--- src/rtl/gci_pkg.sv ---
package gci_pkg;
  localparam int unsigned B_W     = 8;
  localparam int unsigned MON_W   = 8;
  localparam int unsigned D_W     = 2;
  localparam int unsigned CI_W    = 4;
  localparam int unsigned FRAME_W = 2 * B_W + MON_W + D_W + CI_W + 2;
  localparam int unsigned BIT_W   = $clog2(FRAME_W);

  // packed MSB is sent first on the line
  typedef struct packed {
    logic [B_W-1:0]   b1;
    logic [B_W-1:0]   b2;
    logic [MON_W-1:0] mon;
    logic [D_W-1:0]   d;
    logic [CI_W-1:0]  ci;
    logic             a;
    logic             e;
  } gci_frame_t;
endpackage

--- src/rtl/gci_frame_cnt.sv ---
module gci_frame_cnt #(
  parameter int unsigned FRAME_W     = 32,
  parameter int unsigned CLK_PER_BIT = 2,
  localparam int unsigned BIT_W      = $clog2(FRAME_W),
  localparam int unsigned PH_W       = (CLK_PER_BIT > 1) ? $clog2(CLK_PER_BIT) : 1
) (
  input  logic             clk_i,
  input  logic             rst_ni,
  input  logic             sync_i,
  output logic [BIT_W-1:0] bit_idx_o,
  output logic [PH_W-1:0]  phase_o,
  output logic             locked_o,
  output logic             sample_o,
  output logic             frame_end_o,
  output logic             frame_load_o,
  output logic             sync_err_o
);
  localparam logic [PH_W-1:0]  PH_LAST  = PH_W'(CLK_PER_BIT - 1);
  localparam logic [BIT_W-1:0] BIT_LAST = BIT_W'(FRAME_W - 1);

  logic [BIT_W-1:0] bit_q;
  logic [PH_W-1:0]  ph_q;
  logic             locked_q, err_q;
  logic             last_ph, wrap;

  assign last_ph = (ph_q == PH_LAST);
  assign wrap    = last_ph && (bit_q == BIT_LAST);

  always_ff @(posedge clk_i or negedge rst_ni) begin
    if (!rst_ni) begin
      bit_q    <= '0;
      ph_q     <= '0;
      locked_q <= 1'b0;
      err_q    <= 1'b0;
    end else if (sync_i) begin
      bit_q    <= '0;
      ph_q     <= '0;
      locked_q <= 1'b1;
      if (locked_q && !wrap) err_q <= 1'b1;
    end else if (locked_q) begin
      if (last_ph) begin
        ph_q  <= '0;
        bit_q <= wrap ? '0 : bit_q + 1'b1;
      end else begin
        ph_q  <= ph_q + 1'b1;
      end
    end
  end

  assign bit_idx_o    = bit_q;
  assign phase_o      = ph_q;
  assign locked_o     = locked_q;
  assign sample_o     = locked_q && last_ph;
  assign frame_end_o  = locked_q && wrap;
  assign frame_load_o = sync_i || (locked_q && wrap);
  assign sync_err_o   = err_q;
endmodule

--- src/rtl/gci_rx_deframer.sv ---
module gci_rx_deframer #(
  parameter int unsigned FRAME_W = 32,
  localparam int unsigned BIT_W  = $clog2(FRAME_W)
) (
  input  logic               clk_i,
  input  logic               rst_ni,
  input  logic               sample_i,
  input  logic               frame_end_i,
  input  logic [BIT_W-1:0]   bit_idx_i,
  input  logic               en_bit_i,
  input  logic               rxd_i,
  output logic [FRAME_W-1:0] frame_o,
  output logic               valid_o
);
  localparam logic [BIT_W-1:0] BIT_LAST = BIT_W'(FRAME_W - 1);

  logic [FRAME_W-1:0] work_q, work_d, frame_q;
  logic               valid_q;
  logic [BIT_W-1:0]   slot;

  assign slot = BIT_LAST - bit_idx_i;

  always_comb begin
    work_d = work_q;
    if (sample_i) work_d[slot] = en_bit_i & rxd_i;
  end

  always_ff @(posedge clk_i or negedge rst_ni) begin
    if (!rst_ni) begin
      work_q  <= '0;
      frame_q <= '0;
      valid_q <= 1'b0;
    end else begin
      work_q  <= work_d;
      valid_q <= frame_end_i;
      if (frame_end_i) frame_q <= work_d;
    end
  end

  assign frame_o = frame_q;
  assign valid_o = valid_q;
endmodule

--- src/rtl/gci_tx_framer.sv ---
module gci_tx_framer #(
  parameter int unsigned FRAME_W = 32,
  localparam int unsigned BIT_W  = $clog2(FRAME_W)
) (
  input  logic               clk_i,
  input  logic               rst_ni,
  input  logic               load_i,
  input  logic [FRAME_W-1:0] fields_i,
  input  logic [BIT_W-1:0]   bit_idx_i,
  input  logic               active_i,
  output logic               txd_o,
  output logic               oe_o
);
  localparam logic [BIT_W-1:0] BIT_LAST = BIT_W'(FRAME_W - 1);

  logic [FRAME_W-1:0] shadow_q;

  always_ff @(posedge clk_i or negedge rst_ni) begin
    if (!rst_ni)     shadow_q <= '0;
    else if (load_i) shadow_q <= fields_i;
  end

  // released positions rest at the pull-up level
  assign oe_o  = active_i;
  assign txd_o = active_i ? shadow_q[BIT_LAST - bit_idx_i] : 1'b1;
endmodule

--- src/rtl/gci_slot_if.sv ---
module gci_slot_if
  import gci_pkg::*;
#(
  parameter int unsigned CLK_PER_BIT = 2
) (
  input  logic               clk_i,
  input  logic               rst_ni,
  input  logic               sync_i,
  input  logic               rxd_i,
  input  logic [FRAME_W-1:0] en_map_i,
  input  logic [B_W-1:0]     tx_b1_i,
  input  logic [B_W-1:0]     tx_b2_i,
  input  logic [MON_W-1:0]   tx_mon_i,
  input  logic [D_W-1:0]     tx_d_i,
  input  logic [CI_W-1:0]    tx_ci_i,
  input  logic               tx_a_i,
  input  logic               tx_e_i,
  output logic               txd_o,
  output logic               txd_oe_o,
  output logic [B_W-1:0]     rx_b1_o,
  output logic [B_W-1:0]     rx_b2_o,
  output logic [MON_W-1:0]   rx_mon_o,
  output logic [D_W-1:0]     rx_d_o,
  output logic [CI_W-1:0]    rx_ci_o,
  output logic               rx_a_o,
  output logic               rx_e_o,
  output logic               rx_valid_o,
  output logic               sync_err_o
);
  localparam int unsigned PH_W = (CLK_PER_BIT > 1) ? $clog2(CLK_PER_BIT) : 1;

  logic [BIT_W-1:0] bit_idx;
  logic [PH_W-1:0]  phase;
  logic             locked, sample, frame_end, frame_load;
  logic             en_cur, mid_bit;
  gci_frame_t       tx_frame, rx_frame;

  assign tx_frame = '{b1: tx_b1_i, b2: tx_b2_i, mon: tx_mon_i, d: tx_d_i,
                      ci: tx_ci_i, a: tx_a_i, e: tx_e_i};
  assign en_cur   = en_map_i[bit_idx];
  assign mid_bit  = (phase != '0);

  gci_frame_cnt #(.FRAME_W(FRAME_W), .CLK_PER_BIT(CLK_PER_BIT)) u_cnt (
    .clk_i, .rst_ni, .sync_i,
    .bit_idx_o(bit_idx), .phase_o(phase), .locked_o(locked),
    .sample_o(sample), .frame_end_o(frame_end), .frame_load_o(frame_load),
    .sync_err_o(sync_err_o)
  );

  gci_rx_deframer #(.FRAME_W(FRAME_W)) u_rx (
    .clk_i, .rst_ni,
    .sample_i(sample), .frame_end_i(frame_end), .bit_idx_i(bit_idx),
    .en_bit_i(en_cur), .rxd_i,
    .frame_o(rx_frame), .valid_o(rx_valid_o)
  );

  gci_tx_framer #(.FRAME_W(FRAME_W)) u_tx (
    .clk_i, .rst_ni,
    .load_i(frame_load), .fields_i(tx_frame), .bit_idx_i(bit_idx),
    .active_i(locked && en_cur),
    .txd_o(txd_o), .oe_o(txd_oe_o)
  );

  assign rx_b1_o  = rx_frame.b1;
  assign rx_b2_o  = rx_frame.b2;
  assign rx_mon_o = rx_frame.mon;
  assign rx_d_o   = rx_frame.d;
  assign rx_ci_o  = rx_frame.ci;
  assign rx_a_o   = rx_frame.a;
  assign rx_e_o   = rx_frame.e;
endmodule

--- config.mk ---
export PLATFORM = sky130hd
export DESIGN_NAME = gci_slot_if
export DESIGN_NICKNAME = d
export VERILOG_FILES = /design/src/rtl/gci_pkg.sv /design/src/rtl/gci_frame_cnt.sv /design/src/rtl/gci_rx_deframer.sv /design/src/rtl/gci_tx_framer.sv /design/src/rtl/gci_slot_if.sv
export SDC_FILE = /design/constraint.sdc
export NUM_CORES = 1
export LEC_CHECK = 0
export BUFFER_PORTS_ARGS = -buffer_cell sky130_fd_sc_hd__buf_2
export CAP_MARGIN = 10
export CORE_MARGIN = 10
export CORE_UTILIZATION = 50
export DETAILED_ROUTE_END_ITERATION = 8
export GPL_TIMING_DRIVEN = 0
export PLACE_DENSITY = 0.79
export SLEW_MARGIN = 20
export SYNTH_ARGS = -nofsm -noshare
export SYNTH_HDL_FRONTEND = slang
export SYNTH_SLANG_ARGS = --single-unit
--- constraint.sdc ---
create_clock -name clk_i -period 3.35 [get_ports clk_i]
set_input_delay 0 -clock clk_i [delete_from_list [all_inputs] [get_ports clk_i]]
set_output_delay 0 -clock clk_i [all_outputs]
set_load 0.01 [all_outputs]
=== Word-level counts from Yosys, hierarchy flattened ===
Index checks and enable logic that the tools add are counted.

* Add/sub/neg operators: 3
* Magnitude comparators: 3
* Equality and inequality tests: 1
* Multiplexer cells: 16
* Bitwise logic cells: 1
* Reductions and logical operators: 12

{| class="wikitable"
|+ Operators with widths
! operator !! count
|-
| bitwise mux 32 bit || 1
|-
| two-way mux 32 bit || 1
|-
| two-way mux 5 bit || 4
|-
| < comparator 5 x 6 -> 1 bit (second input constant) || 2
|-
| binary-select mux 1 bit (select 5 bit) || 2
|-
| two-way mux 1 bit || 7
|-
| logical AND 1 bit || 6
|-
| adder 5 x 1 -> 5 bit (second input constant) || 1
|-
| demux 1 bit (select 5 bit) || 1
|-
| equality test 5 bit (second input constant) || 1
|-
| >= comparator 5 x 1 -> 1 bit (second input constant) || 1
|-
| subtractor 5 bit (first input constant) || 1
|-
| AND reduction 2 bit || 2
|-
| nonzero test 2 bit || 2
|-
| adder 1 bit (second input constant) || 1
|-
| AND 1 bit || 1
|-
| logical NOT 1 bit || 1
|-
| logical OR 1 bit || 1
|}

* Register bits: 105
* Output and inout bits: 36
* Word-level logic and storage cells: 44

=== Logic depth before layout (Yosys ltp) ===
* Word-level depth: 7
* Gate-level depth with buffers: 12
* Depth with buffers taken out: 8

=== By module ===
From an unflattened synthesis, not the netlist that was laid out.

* Cells, all modules: 462
* Area, all modules: 5002.3 um^2

{| class="wikitable"
|+ Modules (own cells, without submodules)
! module !! instances !! cells an instance !! area an instance (um^2) !! sequential area each (um^2)
|-
| gci_rx_deframer || 1 || 267 || 2735.1 || 1626.6
|-
| gci_tx_framer || 1 || 112 || 1516.5 || 800.8
|-
| gci_frame_cnt || 1 || 41 || 419.2 || 200.2
|-
| gci_slot_if || 1 || 42 || 331.6 || 0.0
|}

=== Least setup slack after synthesis ===
OpenSTA, ideal clock, no wires.

* Path kind: flip-flop to flip-flop
* From: register u_cnt.bit_q[2] (netlist: u_cnt.bit_idx_o[2])
* To: register u_tx.shadow_q[0]
* Arrival: 2243 ps
* Data required time: 3225 ps
* Path slack: 983 ps
* Cell stages (with the launch flop): 11
* Buffers on the path: 4
* Period minus slack after synthesis: 2367 ps
* Cells stage by stage: dfrtp_1 buf_6 buf_2 buf_2 and3_1 ha_1 nand2_1 inv_2 nor2_1 buf_2 mux2_2

* Cells in the longest elaborated chain, start to end: 4

{| class="wikitable"
|+ RTL lines
! what !! line !! source
|-
| start, declared || gci_frame_cnt.sv:21 || <nowiki>logic [BIT_W-1:0] bit_q;</nowiki>
|-
| start signal, assigned || gci_frame_cnt.sv:43 || <nowiki>bit_q <= wrap ? '0 : bit_q + 1'b1;</nowiki>
|-
| equality test 5 bit || gci_frame_cnt.sv:27 || <nowiki>assign wrap = last_ph && (bit_q == BIT_LAST);</nowiki>
|-
| logical AND 1 bit || gci_frame_cnt.sv:27 ||
|-
| logical AND 1 bit || gci_frame_cnt.sv:55 || <nowiki>assign frame_load_o = sync_i || (locked_q && wrap);</nowiki>
|-
| logical OR 1 bit || gci_frame_cnt.sv:55 ||
|-
| end signal, assigned || gci_tx_framer.sv:20 || <nowiki>else if (load_i) shadow_q <= fields_i;</nowiki>
|-
| end, declared || gci_tx_framer.sv:16 || <nowiki>logic [FRAME_W-1:0] shadow_q;</nowiki>
|}

No other way between the ends.
A chain may end at the register's enable or synchronous reset.

=== Worst setup path in the final report ===
* From: register u_cnt.bit_q[1] (netlist: u_cnt.bit_idx_o[1])
* To: output txd_o

* Cells in the longest elaborated chain, start to end: 4

{| class="wikitable"
|+ RTL lines
! what !! line !! source
|-
| subtractor 5 bit / binary-select mux 1 bit (select 5 bit) (equally long branches) || gci_tx_framer.sv:25, gci_slot_if.sv:40 ||
|-
| binary-select mux 1 bit (select 5 bit) / two-way mux 1 bit (equally long branches) || gci_tx_framer.sv:25, gci_slot_if.sv:40 ||
|-
| two-way mux 1 bit (implied by the code) / logical AND 1 bit (equally long branches) || gci_tx_framer.sv:25, gci_slot_if.sv:60 ||
|-
| two-way mux 1 bit * || gci_tx_framer.sv:25 || <nowiki>assign txd_o = active_i ? shadow_q[BIT_LAST - bit_idx_i] : 1'b1;</nowiki>
|-
| end, declared || gci_slot_if.sv:18 || <nowiki>output logic txd_o,</nowiki>
|}

Mark *: on every way between the ends. The rest lies on a longest branch, timed or not. The select of a mux whose other input is x is not followed.

==> results_tabular.tex <==
\begin{tabular}{lr}
\hline
Metric & Value \\
\hline
\multicolumn{2}{l}{\textbf{Global route}} \\
Global-route wire length before repair & 24430 microns \\
Number of global-route vias before repair & 4872 \\
Largest net degree at the start of global routing & 68 \\
Overflow left after global routing & 0 \\
Global-route total usage across every layer & 20.04\% \\
Initial antenna violation count & 0 \\
\multicolumn{2}{l}{\textbf{Logic synthesis}} \\
Commonest cells in the netlist & 105 x dfrtp\_1, 99 x nand2\_1, 56 x o21ai\_0 \\
Netlist area before placement & 5394 sq um \\
Syn Area/Cell & about 10 sq um \\
Most area-hungry cell type in the Yosys netlist & dfrtp\_1 \\
Post-synthesis async set-or-reset flop share & 100.0\% \\
Number of storage elements in the synthesis netlist & between 100 and 150 \\
YS warnings & 0 \\
Dominant cell by count in the synthesized netlist & dfrtp\_1 \\
Sequential element share of the synthesized area & 48.71\% \\
Post-synthesis cell type count & 48 \\
Number of nets in the synthesized netlist & just over 600 \\
Cell types occupying the most area after synthesis & dfrtp\_1 49\%, nand2\_1 6.9\%, mux2\_2 5.8\% \\
Dominant synthesized flop cell & dfrtp\_1 \\
Gate Count Post-Synth & 542 \\
Area share of the largest cell type after synthesis & 48.71\% \\
Count of flip-flops with a built-in enable after synthesis & 0 \\
\multicolumn{2}{l}{\textbf{Power and ir drop}} \\
Maximum vdd drop & 0.2926 mV \\
Total power per unit cell area & 386.2 nW/um\^{}2 \\
Post-layout total power & 2.566 mW \\
LEAKAGE & 2.765 nW \\
\multicolumn{2}{l}{\textbf{Route}} \\
Via density per instance & 5.649 \\
DRC violations left & 0 \\
Drt first pass iters & 6 \\
Post-detailed-routing wire length & 15190 microns \\
Average detailed-routed wire length per instance & 18.31 microns \\
Antenna viol nets, final & 0 \\
Via Count & 4689 \\
First DRT Iteration DRCs & 367 \\
\multicolumn{2}{l}{\textbf{Timing}} \\
Final period utilization & 91.31\% \\
Setup repair after global routing missed its margin & false \\
Setup Total Neg Slack & 0 ps \\
Final hold viol count & 0 \\
Slew headroom & 43.40\% \\
Transition at the pin with the smallest max-transition slack & 847.2 ps \\
Final setup viols & 0 \\
Shortest clock period the worst path allows after layout & approximately 3000 ps \\
Setup clock skew after layout & 7.262 ps \\
Slew Viols, Final & 0 \\
Maximum clock frequency & 326.9 MHz \\
Worst Hold Slack & 27.78 ps \\
\multicolumn{2}{l}{\textbf{Finish}} \\
Post-Layout Inst Area & 6644 sq um \\
Total of fill cells in the finished design & 856 \\
Final \#Nets & $\sim$760 \\
Final antenna diode count & 0 \\
Register cell area after layout & between 2000 and 3000 sq um \\
Area growth syn-to-layout & 23.17\% \\
Area used by multi-input combinational logic & 2495 sq um \\
Layout cells sized above 1 & about a quarter \\
\multicolumn{2}{l}{\textbf{Place}} \\
HPWL reported at the end of detailed placement & 10800 microns \\
Count of input and output buffers & 101 \\
Gpl congestion & between 0.8 and 0.9 \\
Instance area at placement & 6103 sq um \\
\multicolumn{2}{l}{\textbf{Floorplan}} \\
Standard cell core area & 10420 sq um \\
Initial Util & between 50\% and 60\% \\
Overall die area & 15340 sq um \\
Height of the die & 123.9 microns \\
Chip Width & 123.9 microns \\
Total I/O pin count & 104 \\
Floorplan row count & 37 \\
\multicolumn{2}{l}{\textbf{Setup path}} \\
Crit path arrival time & 3060 ps \\
Largest fanout on the critical path & 10 \\
Required time of the critical path & about 3400 ps \\
Critical Path Start Type & register \\
Endpoint kind of the worst setup timing path & output pin \\
Slack of the worst reg-to-reg path & 400 ps \\
Class of the most critical setup path & register to output pin \\
\multicolumn{2}{l}{\textbf{CTS}} \\
Clock tree root buffer cell & clkbuf\_8 \\
Cts bufs inserted & 9 \\
Clock Pin Slew Worst Setup and Hold Paths & 100 ps \\
Deepest level of the CTS H-tree & 3 \\
Clock latency on the worst-skew pair & 380 ps \\
CTS sink cnt & 105 \\
TritonCTS clock tree & built \\
Max Root-Sink Buffers & 2 \\
\multicolumn{2}{l}{\textbf{Run status}} \\
Run status & completed \\
\multicolumn{2}{l}{\textbf{Worst hold path}} \\
Hold Crit Class & primary input to register \\
\multicolumn{2}{l}{\textbf{Flow run}} \\
Max-Cap Viols & 0 \\
\hline
\end{tabular}
## repair_timing
action | CTS | global route
setup buffers | 0 | 0
hold endpoints to repair | 142 | 0
hold buffers | 34 | 0
gates resized for setup | 0 | 0
## placed cells by master, fill, tap and decap left out, types with 3 or more instances in the layout
master           n
mux2_2          28
o21a_1           6
clkbuf_1        19
dlygate4sd3_1   34
nor3_1           3
o31ai_1         17
buf_6            3
o21bai_1        17
o221ai_1         5
and3_1          11
nand3_1         28
mux4_2           5
mux2i_1         15
nor2b_1          4
buf_1            5
or3b_1           3
o21ai_0         56
nand3b_1         4
or3_1            4
clkbuf_8        12
buf_2          114
mux2_1           6
inv_1            3
a21oi_1         11
ha_1             5
a31oi_1          4
nand2_1         99
o21ai_1         10
mux4_1           3
dfrtp_1        105
nor2_1          22
## kinds of logic (layout without fill, tap and decap cells)
kind of cell	count (synthesis)	count (layout)	synth area share, %
multiplexers	57	57	13.43
AND/OR/NAND/NOR	193	193	16.72
XOR/XNOR	1	1	0.1624
buffers and inverters	50	202	5.034
AO/OA/AOI/OAI	131	131	14.78
adder cells (fa/ha/maj)	5	5	1.160
flip-flops	105	105	48.71
## final timing paths
kind	start	to	cells past startpoint
min in group asynchronous	rst_ni	u_rx.frame_o[22]	2
min	rxd_i	u_rx.work_q[31]	3
max	u_cnt.bit_idx_o[1]	txd_o	8
max in group asynchronous	rst_ni	u_tx.shadow_q[27]	3
min reg2reg	u_cnt.sync_err_o	u_cnt.sync_err_o	1
max reg2reg	u_cnt.bit_idx_o[2]	u_rx.frame_o[9]	12
## registers in the layout, summed over array words and instances, names as in the netlist
| name | cells |
|---|---|
| u_cnt.phase_o | 1 |
| u_rx.frame_o | 32 |
| u_cnt.locked_o | 1 |
| u_tx.shadow_q | 32 |
| u_rx.valid_o | 1 |
| u_cnt.sync_err_o | 1 |
| u_rx.work_q | 32 |
| u_cnt.bit_idx_o | 5 |
## stage by stage
stage	setup WS, ps	util (%)	std cells
floorplan	982.8	-	542
detailed placement	478.6	58.59	780
CTS	302.2	63.78	830
finish	291.1	63.78	830
global placement	543.2	58.27	779
global route	157.0	63.78	830
## cell type report
class / count / share of cell area [%]
flip-flops and latches: 105 / 39.55
inverters: 5 / 0.2825
clock inverters: 4 / 0.5273
clock buffers: 12 / 2.486
well taps: 136 / 2.561
plain buffers: 45 / 3.804
multi-input cells: 387 / 37.55
repair buffers: 136 / 13.24
## power by group
part           switching (mW)  internal (mW)  leakage [nW]
Sequential             0.0353           1.34          1.15
Clock                   0.458          0.338        0.0967
Combinational           0.209          0.183          1.51
Total                   0.702           1.86          2.77
## worst max-delay path, stage by stage (launching register included)
cell	delay, ps
dfrtp_1	390
buf_4	220
buf_8	170
clkbuf_1	500
mux4_2	420
a22oi_1	240
nand3_1	110
or4b_1	460
buf_2	160
## per-layer routing
layer	vias to the layer above	global-route usage, %	share of wire, %
li1	2206	-	-
met1	2274	22.70	38
met5	-	0	0
met3	27	5.158	7.3
met2	182	36.59	52
met4	0	5.167	2.0
(Power assumes the default switching activity.)
